File: src/rtl/csr_pkg.sv
package csr_pkg;
  typedef enum logic [1:0] {
    ST_IDLE = 2'd0,
    ST_UP   = 2'd1,
    ST_DOWN = 2'd2
  } csr_state_e;
endpackage

File: src/rtl/csr_gate.sv
module csr_gate (
  input  logic csr_en,
  input  logic pol_pos,
  output logic active
);
  // The function may only run with positive polarity and enable set
  assign active = csr_en & pol_pos;
endmodule

File: src/rtl/csr_seq.sv
module csr_seq
  import csr_pkg::*;
#(
  parameter int MAX_CELLS = 7,
  localparam int CNT_W = $clog2(MAX_CELLS + 1)
) (
  input  logic             clk,
  input  logic             rst_n,
  input  logic             active,
  input  logic             slip_warn,
  input  logic             overshoot,
  input  logic [CNT_W-1:0] cnt,
  output logic             inc,
  output logic             dec,
  output logic             clr,
  output csr_state_e       state
);
  csr_state_e state_d;
  logic       last_cell;
  logic       full;

  assign last_cell = (cnt == CNT_W'(1));
  assign full      = (cnt == CNT_W'(MAX_CELLS));

  always_comb begin
    state_d = state;
    inc     = 1'b0;
    dec     = 1'b0;
    clr     = 1'b0;
    if (!active) begin
      clr     = 1'b1;
      state_d = ST_IDLE;
    end else begin
      unique case (state)
        ST_IDLE: begin
          if (slip_warn) begin
            inc     = 1'b1;
            state_d = ST_UP;
          end
        end
        ST_UP: begin
          if (overshoot) begin
            dec     = 1'b1;
            state_d = last_cell ? ST_IDLE : ST_DOWN;
          end else if (slip_warn && !full) begin
            inc = 1'b1;
          end
        end
        ST_DOWN: begin
          dec     = 1'b1;
          state_d = last_cell ? ST_IDLE : ST_DOWN;
        end
        default: state_d = ST_IDLE;
      endcase
    end
  end

  always_ff @(posedge clk or negedge rst_n) begin
    if (!rst_n) state <= ST_IDLE;
    else        state <= state_d;
  end

  AST_ONE_CMD: assert property (@(posedge clk) disable iff (!rst_n)
    $countones({inc, dec, clr}) <= 1) else $error("command clash");
endmodule

File: src/rtl/csr_cells.sv
module csr_cells #(
  parameter int MAX_CELLS = 7,
  localparam int CNT_W = $clog2(MAX_CELLS + 1)
) (
  input  logic             clk,
  input  logic             rst_n,
  input  logic             inc,
  input  logic             dec,
  input  logic             clr,
  input  logic             slip_up,
  output logic [CNT_W-1:0] cnt,
  output logic             src
);
  always_ff @(posedge clk or negedge rst_n) begin
    if (!rst_n) begin
      cnt <= '0;
      src <= 1'b0;
    end else if (clr) begin
      cnt <= '0;
      src <= 1'b0;
    end else if (inc) begin
      cnt <= cnt + 1'b1;
      if (cnt == '0) src <= slip_up;
    end else if (dec) begin
      cnt <= cnt - 1'b1;
      if (cnt == CNT_W'(1)) src <= 1'b0;
    end
  end

  AST_CNT_CEIL: assert property (@(posedge clk) disable iff (!rst_n)
    cnt <= CNT_W'(MAX_CELLS)) else $error("count over ceiling");
  AST_SRC_HOLD: assert property (@(posedge clk) disable iff (!rst_n)
    (cnt != '0) |=> (cnt == '0 || $stable(src))) else $error("direction moved");
  AST_SRC_IDLE: assert property (@(posedge clk) disable iff (!rst_n)
    (cnt == '0) |-> !src) else $error("direction set with no cells");
endmodule

File: src/rtl/csr_ctrl.sv
module csr_ctrl
  import csr_pkg::*;
#(
  parameter int MAX_CELLS = 7,
  localparam int CNT_W = $clog2(MAX_CELLS + 1)
) (
  input  logic             clk,
  input  logic             rst_n,
  input  logic             csr_en,
  input  logic             pol_pos,
  input  logic             slip_warn,
  input  logic             slip_up,
  input  logic             overshoot,
  output logic [CNT_W-1:0] cell_cnt,
  output logic             cell_src
);
  logic       active;
  logic       inc, dec, clr;
  csr_state_e state;

  csr_gate u_gate (
    .csr_en (csr_en),
    .pol_pos(pol_pos),
    .active (active)
  );

  csr_seq #(.MAX_CELLS(MAX_CELLS)) u_seq (
    .clk      (clk),
    .rst_n    (rst_n),
    .active   (active),
    .slip_warn(slip_warn),
    .overshoot(overshoot),
    .cnt      (cell_cnt),
    .inc      (inc),
    .dec      (dec),
    .clr      (clr),
    .state    (state)
  );

  csr_cells #(.MAX_CELLS(MAX_CELLS)) u_cells (
    .clk    (clk),
    .rst_n  (rst_n),
    .inc    (inc),
    .dec    (dec),
    .clr    (clr),
    .slip_up(slip_up),
    .cnt    (cell_cnt),
    .src    (cell_src)
  );

  AST_OFF_CLEARS: assert property (@(posedge clk) disable iff (!rst_n)
    !active |=> (cell_cnt == '0)) else $error("count kept while off");
  AST_DOWN_STEP: assert property (@(posedge clk) disable iff (!rst_n)
    (state == ST_DOWN && active) |=> (cell_cnt == $past(cell_cnt) - 1'b1))
    else $error("descent not one per cycle");
  AST_IDLE_EMPTY: assert property (@(posedge clk) disable iff (!rst_n)
    (state == ST_IDLE) |-> (cell_cnt == '0)) else $error("cells on in idle");
endmodule

File: config.mk
export PLATFORM = sky130hd
export DESIGN_NAME = csr_ctrl
export DESIGN_NICKNAME = d
export VERILOG_FILES = /design/src/rtl/csr_pkg.sv /design/src/rtl/csr_gate.sv /design/src/rtl/csr_seq.sv /design/src/rtl/csr_cells.sv /design/src/rtl/csr_ctrl.sv
export SDC_FILE = /design/constraint.sdc
export NUM_CORES = 1
export LEC_CHECK = 0
export ABC_AREA = 1
export BUFFER_PORTS_ARGS = -buffer_cell sky130_fd_sc_hd__buf_2
export CAP_MARGIN = 20
export CORE_UTILIZATION = 39
export DETAILED_ROUTE_END_ITERATION = 8
export PLACE_DENSITY = 0.61
export SETUP_SLACK_MARGIN = 0.5
export SYNTH_ARGS = -nofsm -noshare
export SYNTH_HDL_FRONTEND = slang
export SYNTH_SLANG_ARGS = --single-unit
File: constraint.sdc
create_clock -name clk -period 1.7 [get_ports clk]
set_input_delay 0.425 -clock clk [delete_from_list [all_inputs] [get_ports clk]]
set_output_delay 0.425 -clock clk [all_outputs]
set_load 0.01 [all_outputs]
Yosys cells after proc, flatten, opt, wreduce, memory -nomap -nowiden

Index checks and enable logic that the tools add are counted.
W data, S select, Z words.

Logic and storage cells: 42
Bits in registers: 6

Reductions and logical operators: 6
Mux-type cells: 21
Bitwise gates (word level): 1
Add/sub/neg operators: 2
Eq/ne operators: 9

Operators by type and width:

| operator              | number |
|---|---|
| $ne A3 B3 Y1 const B  | 4 |
| $mux W1               | 11 |
| $mux W3               | 3 |
| $mux W2               | 4 |
| $pmux W2 S3           | 1 |
| $pmux W1 S2           | 2 |
| $add A3 B1 Y3 const B | 1 |
| $eq A3 B1 Y1 const B  | 1 |
| $eq A3 B3 Y1 const B  | 1 |
| $logic_not A3 Y1      | 1 |
| $ne A3 B2 Y1 const B  | 1 |
| $reduce_and A3 Y1     | 1 |
| $sub A3 B1 Y3 const B | 1 |
| $eq A2 B1 Y1 const B  | 1 |
| $eq A2 B2 Y1 const B  | 1 |
| $logic_not A2 Y1      | 1 |
| $reduce_and A2 Y1     | 1 |
| $and A1 B1 Y1         | 1 |
| $logic_and A1 B1 Y1   | 1 |
| $logic_not A1 Y1      | 1 |

Longest topological paths before layout

Gate-level depths: netlist (run 1).

Depth after elaboration: 9
Mapped depth: 9

Cells and area by module

From an unflattened synthesis (run 1), not the netlist that was laid out.

Cell total of the unflattened synthesis: 73
Area total of the unflattened synthesis: 514.2 um2

Modules (own cells, without submodules):

| module    | cells an instance | times used | seq. area each (um2) | area an instance (um2) |
|---|---|---|---|---|
| csr_cells | 40                | 1          | 100.1                | 292.8 |
| csr_seq   | 31                | 1          | 50.0                 | 214.0 |
| csr_gate  | 2                 | 1          | 0.0                  | 7.5 |

Worst setup path before layout (run 1)

Ideal clock, no wire load.

Path type: register -> register
Start: register u_cells.cnt[0]
End: register u_cells.src
Required time: 1.583 ns
Cell stages (with the launch flop): 9
Data arrival time: 1.266 ns
Period minus slack after synthesis: 1.383 ns
Path slack: 0.317 ns
Cell sequence: dfrtp_1 -> ha_1 -> ha_1 -> nand2_1 -> nand3_4 -> nand2_4 -> nand3_2 -> nand2_1 -> nand2_1

Cells in the longest elaborated chain, start to end: 9
Elaborated cells between the ends (all ways): 15
Those cells by class: eq/ne: 5; mux: 6; reduce/logical: 4

RTL lines:

| element                                                       | line            | text |
|---|---|---|
| start, declared                                               | csr_cells.sv:11 | `output logic [CNT_W-1:0] cnt,` |
| start signal, assigned                                        | csr_cells.sv:22 | `cnt <= cnt + 1'b1;` |
| start signal, assigned                                        | csr_cells.sv:25 | `cnt <= cnt - 1'b1;` |
| $eq A3 B3 Y1                                                  | csr_seq.sv:23   | `assign full = (cnt == CNT_W'(MAX_CELLS));` |
| $logic_not A1 Y1                                              | csr_seq.sv:45   | `end else if (slip_warn && !full) begin` |
| $logic_and A1 B1 Y1                                           | csr_seq.sv:45   |  |
| $mux W1                                                       | csr_seq.sv:45   |  |
| $mux W1                                                       | csr_seq.sv:42   | `if (overshoot) begin` |
| $pmux W1 S2                                                   | csr_seq.sv:34   | `unique case (state)` |
| $mux W1                                                       | csr_seq.sv:30   | `if (!active) begin` |
| $ne A3 B2 Y1 (no source line), or another cell as far along   | -               |  |
| $reduce_and A3 Y1 (no source line) or $mux W1 (tied branches) | -               |  |
| end signal, assigned                                          | csr_cells.sv:23 | `if (cnt == '0) src <= slip_up;` |
| end, declared                                                 | csr_cells.sv:12 | `output logic src` |

Several ways; a longest one is shown, not always the timed one.
A chain may end at the register's enable or synchronous reset.

Worst setup path after layout (run 1)

Start: register u_cells.cnt[1]
End: register u_cells.cnt[2]

Cells in the longest elaborated chain, start to end: 9
Elaborated cells between the ends (all ways): 13
Those cells by class: add/sub: 2; eq/ne: 2; mux: 7; reduce/logical: 2

RTL lines:

| element             | line            | text |
|---|---|---|
| $eq A3 B3 Y1        | csr_seq.sv:23   |  |
| $logic_not A1 Y1    | csr_seq.sv:45   |  |
| $logic_and A1 B1 Y1 | csr_seq.sv:45   |  |
| $mux W1             | csr_seq.sv:45   |  |
| $mux W1             | csr_seq.sv:42   |  |
| $pmux W1 S2         | csr_seq.sv:34   |  |
| $mux W1             | csr_seq.sv:30   |  |
| $mux W3             | csr_cells.sv:21 | `end else if (inc) begin` |
| $mux W3             | csr_cells.sv:18 | `end else if (clr) begin` |

Several ways; a longest one is shown, not always the timed one. The select of a mux whose other input is x is not followed.

==> results of run 1 <==
## per-layer routing
| metal | up-vias | wire length, um | global-route usage [%] |
|---|---|---|---|
| met1 | 228 | 539 | 20.2 |
| met4 | 0 | 18 | 10.3 |
| li1 | 266 | - | - |
| met3 | 4 | 31 | 3.41 |
| met5 | - | 0 | 0 |
| met2 | 9 | 615 | 34.8 |
## how the worst max path moves through the flow
stage	start	endpoint	depth (start not counted)
floorplan	u_cells.cnt[1]	u_cells.src	8
global placement	u_seq.state[1]	u_cells.src	9
detailed placement	u_seq.state[1]	u_cells.src	9
CTS	u_cells.cnt[1]	u_cells.src	9
global route	u_cells.cnt[1]	u_cells.cnt[2]	9
finish	u_cells.cnt[1]	u_cells.cnt[2]	9
## layout make-up
type	count	area [um^2]	share of cell area, %
Timing Repair Buffer	16	101	13.1
Tap cell	15	18.8	2.43
Multi-Input combinational cell	52	427	55.3
Inverter	13	51.3	6.65
Clock buffer	3	22.5	2.92
Sequential cell	6	151	19.6
## worst min-delay path: cells and delay by family
family                 cells  cell delay (ps)
and+or+nand+nor            2              150
buffers and inverters      1               80
## flip-flops by register name, indices dropped and copies added, names as in the netlist
| signal | count |
|---|---|
| u_cells.cnt | 3 |
| u_seq.state | 2 |
| u_cells.src | 1 |
## power by group
| group | internal, W | switching, W |
|---|---|---|
| logic | 0.0000562 | 0.0000731 |
| registers | 0.000152 | 0.0000123 |
| clock network | 0.0000793 | 0.0000441 |
| total | 0.000287 | 0.000129 |
## timing repair
item / in CTS / in global routing
gates cloned: 0 / 0
endpoints found under the setup margin: 8 / 10
hold buffers: 1 / 0
hold endpoints to repair: 6 / 0
buffers inserted: 4 / 1
pin swaps: 6 / 1
resized for setup: 8 / 7
## layout by cell type (no fill, tap or decap), drive strengths merged
| master | instances |
|---|---|
| nand2 | 19 |
| buf | 15 |
| inv | 13 |
| nand3 | 12 |
| ha | 9 |
| dfrtp | 6 |
| nor2 | 4 |
| clkbuf | 3 |
| a21oi | 3 |
| nand4 | 2 |
| o21ai | 2 |
| xor2 | 1 |
| dlygate4sd3 | 1 |
## logic make-up after synthesis
| family | count (synthesis) |
|---|---|
| simple gates | 37 |
| buf+inv | 13 |
| fa+ha+maj | 9 |
| flops | 6 |
| compound gates | 5 |
| xor+xnor | 1 |
## per-stage QoR
stage	power, W	area [um^2]	std cells	util [%]	hold slack [ps]
4_1_cts	0.000414	746	104	57.3	444
2_1_floorplan	0.000234	583	71	-	129
3_5_place_dp	0.000267	652	96	50.1	252
6_report	0.000417	772	105	59.3	447
5_1_grt	0.000456	772	105	59.3	450
3_3_place_gp	0.000267	652	96	50.1	252
==> summary.txt, run 1 <==
Logic synthesis
  • Top-count cell post-synth: nand2_1
  • Async S/R FF share, synth: 100%
  • Area share of the largest cell type after synthesis: roughly 28%
  • Adder-Cell Fraction of Synth Area: between 20% and 30%
  • YS warnings: 0
  • Syn Inst Count: just over 70
  • Syn_area_per_cell: between 7 and 8 um^2
  • Post-synthesis cell area: between 500 and 600 um^2
  • Synth cell types: 17
  • Yosys top cell by area: dfrtp_1
  • FF+latch count, synth: 6
  • Mux contribution to synthesized area: 0%
  • Synth top cells by count: 16 x nand2_1, 13 x inv_1, 10 x nand3_1
  • Post-Syn Nets: between 80 and 90
  • Largest cells by area after synthesis: dfrtp_1 28%, ha_1 21%, nand2_1 11%
  • Simple-gate share of the synthesized area: 36.0%
  • Register area share after synthesis: around 28%
  • Largest family of logic cells by synthesized area: simple AND/OR/NAND/NOR gates
  • Compound-Gate Fraction of Synth Area: around 5.3%
  • Post-synth EDFFs: 0
  • Xor/xnor share of the synthesized area: 1.61%
  • Main synth FF type: dfrtp_1

Power
  • Lkg Pwr: 0.392 nW
  • Peak supply drop: 0.315 mV
  • Power per standard cell area: around 540 nW/um^2

Floorplanning
  • Die H: ~39 um
  • Core ar.: 1300 um^2
  • Die ar.: roughly 1600 um^2
  • Cell row count: 13
  • Initial Util: a little over two fifths
  • Die width: 39.4 um
  • I/O pin total: 11

Final layout
  • Area growth from synthesis to layout: 41.5%
  • Layout cells sized above 1: 47.8%
  • Nets: 108
  • Antenna cells: 0
  • Filler cells: about 120

Setup path
  • Worst R2R Start: u_cells.cnt[1]
  • Crit-path max FO: 4
  • Worst Setup Start Kind: flop
  • Depth of the most critical reg-to-reg path: 9
  • Critical path's slowest cell: dfrtp_1
  • CP peak stage delay: 400 ps
  • Worst EP required: around 1900 ps
  • CP arrival: 1520 ps
  • Cell family with most CP delay: simple AND/OR/NAND/NOR gates
  • Worst path cell trace: ha_2 -> ha_4 -> inv_2 -> nor2_1 -> nor2_1 -> nand3_1 -> nand2_1 -> nand3_1 -> nand2_1
  • Flop-to-flop setup slack: 360 ps
  • Setup crit end kind: flop
  • Crit Reg-Reg Endpoint: u_cells.cnt[2]
  • CP Class: reg -> reg
  • Worst path bufs/invs: 1

Timing
  • Final critical-path required period: 1340 ps
  • Final setup viols: 0
  • Max_slew headroom: about 83%
  • Final Cycle Share: a little under 80%
  • Worst slew pin tran: 252 ps
  • Slew Viols, Final: 0
  • Final hold vios: 0
  • RSZ-0062 raised after global routing: yes
  • Setup TNS: 0 ps
  • Worst Skew: 0.239 ps
  • Fmax: 744 MHz
  • Fin worst setup slack: 355 ps

Clock network
  • CTS buffer count: 3
  • CTS tree: yes
  • Clock Sinks: 6
  • H-tree levels: 1
  • Root buffer cell: clkbuf_4
  • Clock buffer depth: 2
  • Clk_lat worst skew: 240 ps
  • Clock transition at the registers of the reported paths: roughly 40 ps

Worst hold path
  • Hold path cells: 3
  • Worst min-delay path startpoint: slip_up
  • Hold endpoint: u_cells.src
  • Hold crit path type: in -> reg

Routing
  • Detailed Routing Iterations Pass 1: 3
  • Drc violations: 0
  • DRT iter0 DRCs: 9
  • Total number of vias: 507
  • Vias per cell: 4.83
  • Antenna Nets Post-Route: 0
  • DRT Wirelength: 1.20 mm
  • Drt wl/cell: 11.5 um

GRT
  • GRT Residual Overflow: 0
  • GRT Overall Usage: 19.1%
  • Largest net degree at the start of global routing: 8
  • First-pass GRT wire length: 1.91 mm
  • Vias in the first global route: around 470
  • Initial antenna violation count: 0

Job
  • Max Cap Violations: 0

Placement
  • Worst slack at placement: about 320 ps
  • PortBufs: 10
  • Gpl congestion: about 0.82
  • DP Wirelength: 868 um

Outcome
  • Status: finished clean
Note: power is estimated with default switching activity, not from simulation.
==> run 2, diff against run 1 <==
Settings changed: PLACE_DENSITY 0.61 to 0.63.
Clock period 1.7 ns to 1.2 ns, I/O delays scaled along.
==> run 2 against run 1 <==
Against the previous run:
- the flow now finishes with violations (negative setup slack)
- largest cell class unchanged
- largest power group is now combinational logic
- sequential share of layout area down 2.1 points
- final area up 12%
- clock power up 56%
- combinational power up 81%
- critical endpoint is now u_cells.src
- via count up 3.6%
- worst setup slack worse by 510 ps
==> summary.txt, run 2 (same netlist as run 1, synthesis figures left out) <==
Outcome
  • Status: complete, but fails checks
  • Violated checks: negative setup slack

Clock network
  • Clock transition at the registers of the reported paths: 50 ps (about the same)
  • H-tree levels: 1 (unchanged)
  • Clk_lat worst skew: 240 ps (about the same)
  • Clock Sinks: 6 (unchanged)
  • Clock buffer depth: 2 (unchanged)
  • Root buffer cell: clkbuf_4
  • CTS tree: yes
  • CTS buffer count: 3 (unchanged)

Final layout
  • Area growth from synthesis to layout: 58.3%
  • Antenna cells: 0 (unchanged)
  • Commonest non-fill, non-tap cell in the layout: nand2_1
  • Area of the multi-input gates: 432 um^2 (+1.2%)
  • Largest Register: u_cells.cnt
  • Non-Filler Instances: 113 (+7.6%)
  • Top Registers: u_cells.cnt (3), u_seq.state (2), u_cells.src (1)
  • Filler cells: 119 (-4.0%)
  • Largest register FFs: 3 (unchanged)
  • Register area: 151 um^2 (unchanged)
  • Layout cells sized above 1: 50.0% (+2.2 points)
  • Util after Layout: 66.3% (+7.0 points)
  • Nets: 115 (+6.5%)
  • Commonest cells after routing, fill and taps aside: 11 x nand2_1, 10 x inv_1, 9 x nand3_1, 9 x buf_4, 7 x buf_6
  • Fin area: 863 um^2 (+12%)

Placement
  • Worst slack at placement: -161 ps (-485 ps)
  • Placed Cells: 103 (+7.3%)
  • PortBufs: 10 (unchanged)
  • Post-DP Area: 732 um^2 (+12%)
  • Gpl congestion: 0.821 (+0.58%)
  • DP Wirelength: 932 um (+7.4%)

Setup path
  • Worst R2R Start: u_cells.cnt[1]
  • Crit Reg-Reg Endpoint: u_cells.src
  • Flop-to-flop setup slack: -150 ps (-510 ps)
  • Worst EP required: 1320 ps (-560 ps)
  • Worst Setup Start Kind: flop
  • Worst setup startpoint: u_cells.cnt[1]
  • Depth of the most critical reg-to-reg path: 8 (-1)
  • CP arrival: 1470 ps (-50 ps)
  • Setup crit end kind: flop
  • Worst setup endpoint: u_cells.src
  • Crit-path max FO: 7 (+3)
  • CP Class: reg -> reg

Power
  • Sequential power share: 34.9% (-4.5 points)
  • Power per standard cell area: 756 nW/um^2 (+40%)
  • Combinational Power Share: 35.8% (+4.8 points)
  • Lkg Pwr: 0.434 nW (+11%)
  • Sw Share: 30.1% (-0.92 points)
  • P_sw: 0.000197 W (+52%)
  • Internal power: 0.000456 W (+59%)
  • Peak supply drop: 0.527 mV (+67%)
  • Clock share of power: 29.4% (-0.2 points)

Floorplanning
  • Die ar.: 1550 um^2 (unchanged)
  • Die H: 39.4 um (unchanged)
  • Cell row count: 13 (unchanged)
  • Die width: 39.4 um (unchanged)
  • Core ar.: 1300 um^2 (unchanged)
  • Initial Util: 41.9% (unchanged)
  • I/O pin total: 11 (unchanged)

Timing
  • Final critical-path required period: 1350 ps (+9.19 ps)
  • Max_slew headroom: 86.0% (+2.8 points)
  • Slew Viols, Final: 0 (unchanged)
  • RSZ-0062 raised after global routing: yes
  • Worst slew pin tran: 209 ps (-42.9 ps)
  • Final setup viols: 6 (+6)
  • Fin worst setup slack: -154 ps (-509 ps)
  • Final hold vios: 0 (unchanged)
  • Worst Skew: 5.49 ps (+5.26 ps)
  • Fmax: 739 MHz (-0.68%)
  • Final Cycle Share: 113% (+34 points)

Routing
  • Drt wl/cell: 10.8 um (-5.8%)
  • Detailed Routing Iterations Pass 1: 4 (+1)
  • Antenna Nets Post-Route: 0 (unchanged)
  • DRT Wirelength: 1.22 mm (+1.4%)
  • DRT iter0 DRCs: 13 (+4)
  • Vias per cell: 4.65 (-3.8%)
  • Drc violations: 0 (unchanged)
  • Total number of vias: 525 (+3.6%)

GRT
  • GRT Residual Overflow: 0 (unchanged)
  • Initial antenna violation count: 0 (unchanged)
  • Largest net degree at the start of global routing: 8 (unchanged)
  • GRT Overall Usage: 19.5% (+0.41 points)
  • Vias in the first global route: 515 (+10%)
  • First-pass GRT wire length: 2.02 mm (+5.8%)

Job
  • Max Cap Violations: 0 (unchanged)

Worst hold path
  • Worst min-delay path startpoint: slip_up
  • Hold crit path type: in -> reg
==> run 2: cell types whose count changed in the layout (fill, tap and decap cells not counted) <==
cell / before / now
inv_1: 8 / 10
buf_2: 10 / 6
o21ai_1: 1 / 2
buf_4: 4 / 9
buf_6: 1 / 7
inv_4: 1 / 0
clkbuf_1: 0 / 1
inv_2: 4 / 3
o21ai_0: 1 / 0
nand3_1: 10 / 9
nand3_2: 1 / 2
==> run 2: how the worst min path moves through the flow <==
stage / end / slack, ps / cells after the start
global route: u_cells.src / 360 / 3
finish: u_cells.src / 340 / 3
detailed placement: u_cells.cnt[1] / 130 / 1
CTS: u_cells.src / 340 / 3
global placement: u_cells.cnt[1] / 130 / 1
floorplan: u_cells.cnt[0] / 4 / 0
==> run 2: timing repair <==
item,CTS,global route
resized for setup,9,4
endpoints found under the setup margin,10,10
setup buffers,4,1
endpoints found under the hold margin,6,0
hold buffers,1,0
pin swaps,6,2
==> run 2: per-stage QoR <==
| step | hold WS [ps] | power [W] | setup TNS, ps |
|---|---|---|---|
| CTS | 338 | 0.000646 | -485 |
| global placement | 130 | 0.000414 | -519 |
| finish | 342 | 0.000653 | -556 |
| global route | 363 | 0.000694 | -1040 |
| detailed placement | 130 | 0.000415 | -631 |
| floorplan | 4.41 | 0.000342 | -293 |
==> run 2: cell type report <==
cell class,count,share of cell area (%)
Inverter,13,5.65
Multi-Input combinational cell,52,50.0
Clock buffer,4,3.04
Tap cell,15,2.17
Timing Repair Buffer,23,21.6
Sequential cell,6,17.5
==> run 2: power by group through the flow <==
stage	registers (W)	clock network [W]	logic [W]
5_1_grt	0.000229	0.000206	0.000259
4_1_cts	0.000226	0.000197	0.000223
6_report	0.000228	0.000192	0.000233
3_5_place_dp	0.000229	0	0.000186
3_3_place_gp	0.000229	0	0.000185
2_1_floorplan	0.000236	0	0.000106
==> run 2: worst max-delay path, cell delays in order, from the launching register on <==
cell and delay [ps]:
dfrtp_1 390, ha_2 210, ha_4 160, nand2_2 70
nand3_4 130, nand2_4 110, nand3_2 60, nand2_1 60
nand2_1 50
==> run 2: per-layer routing <==
metal | track usage [%] | up-vias | share of wire [%]
met5 | 0 | - | 0
met4 | 7.76 | 0 | 0
met3 | 3.41 | 0 | 2.4
met2 | 32.4 | 11 | 48
met1 | 24.5 | 233 | 49
li1 | - | 281 | -
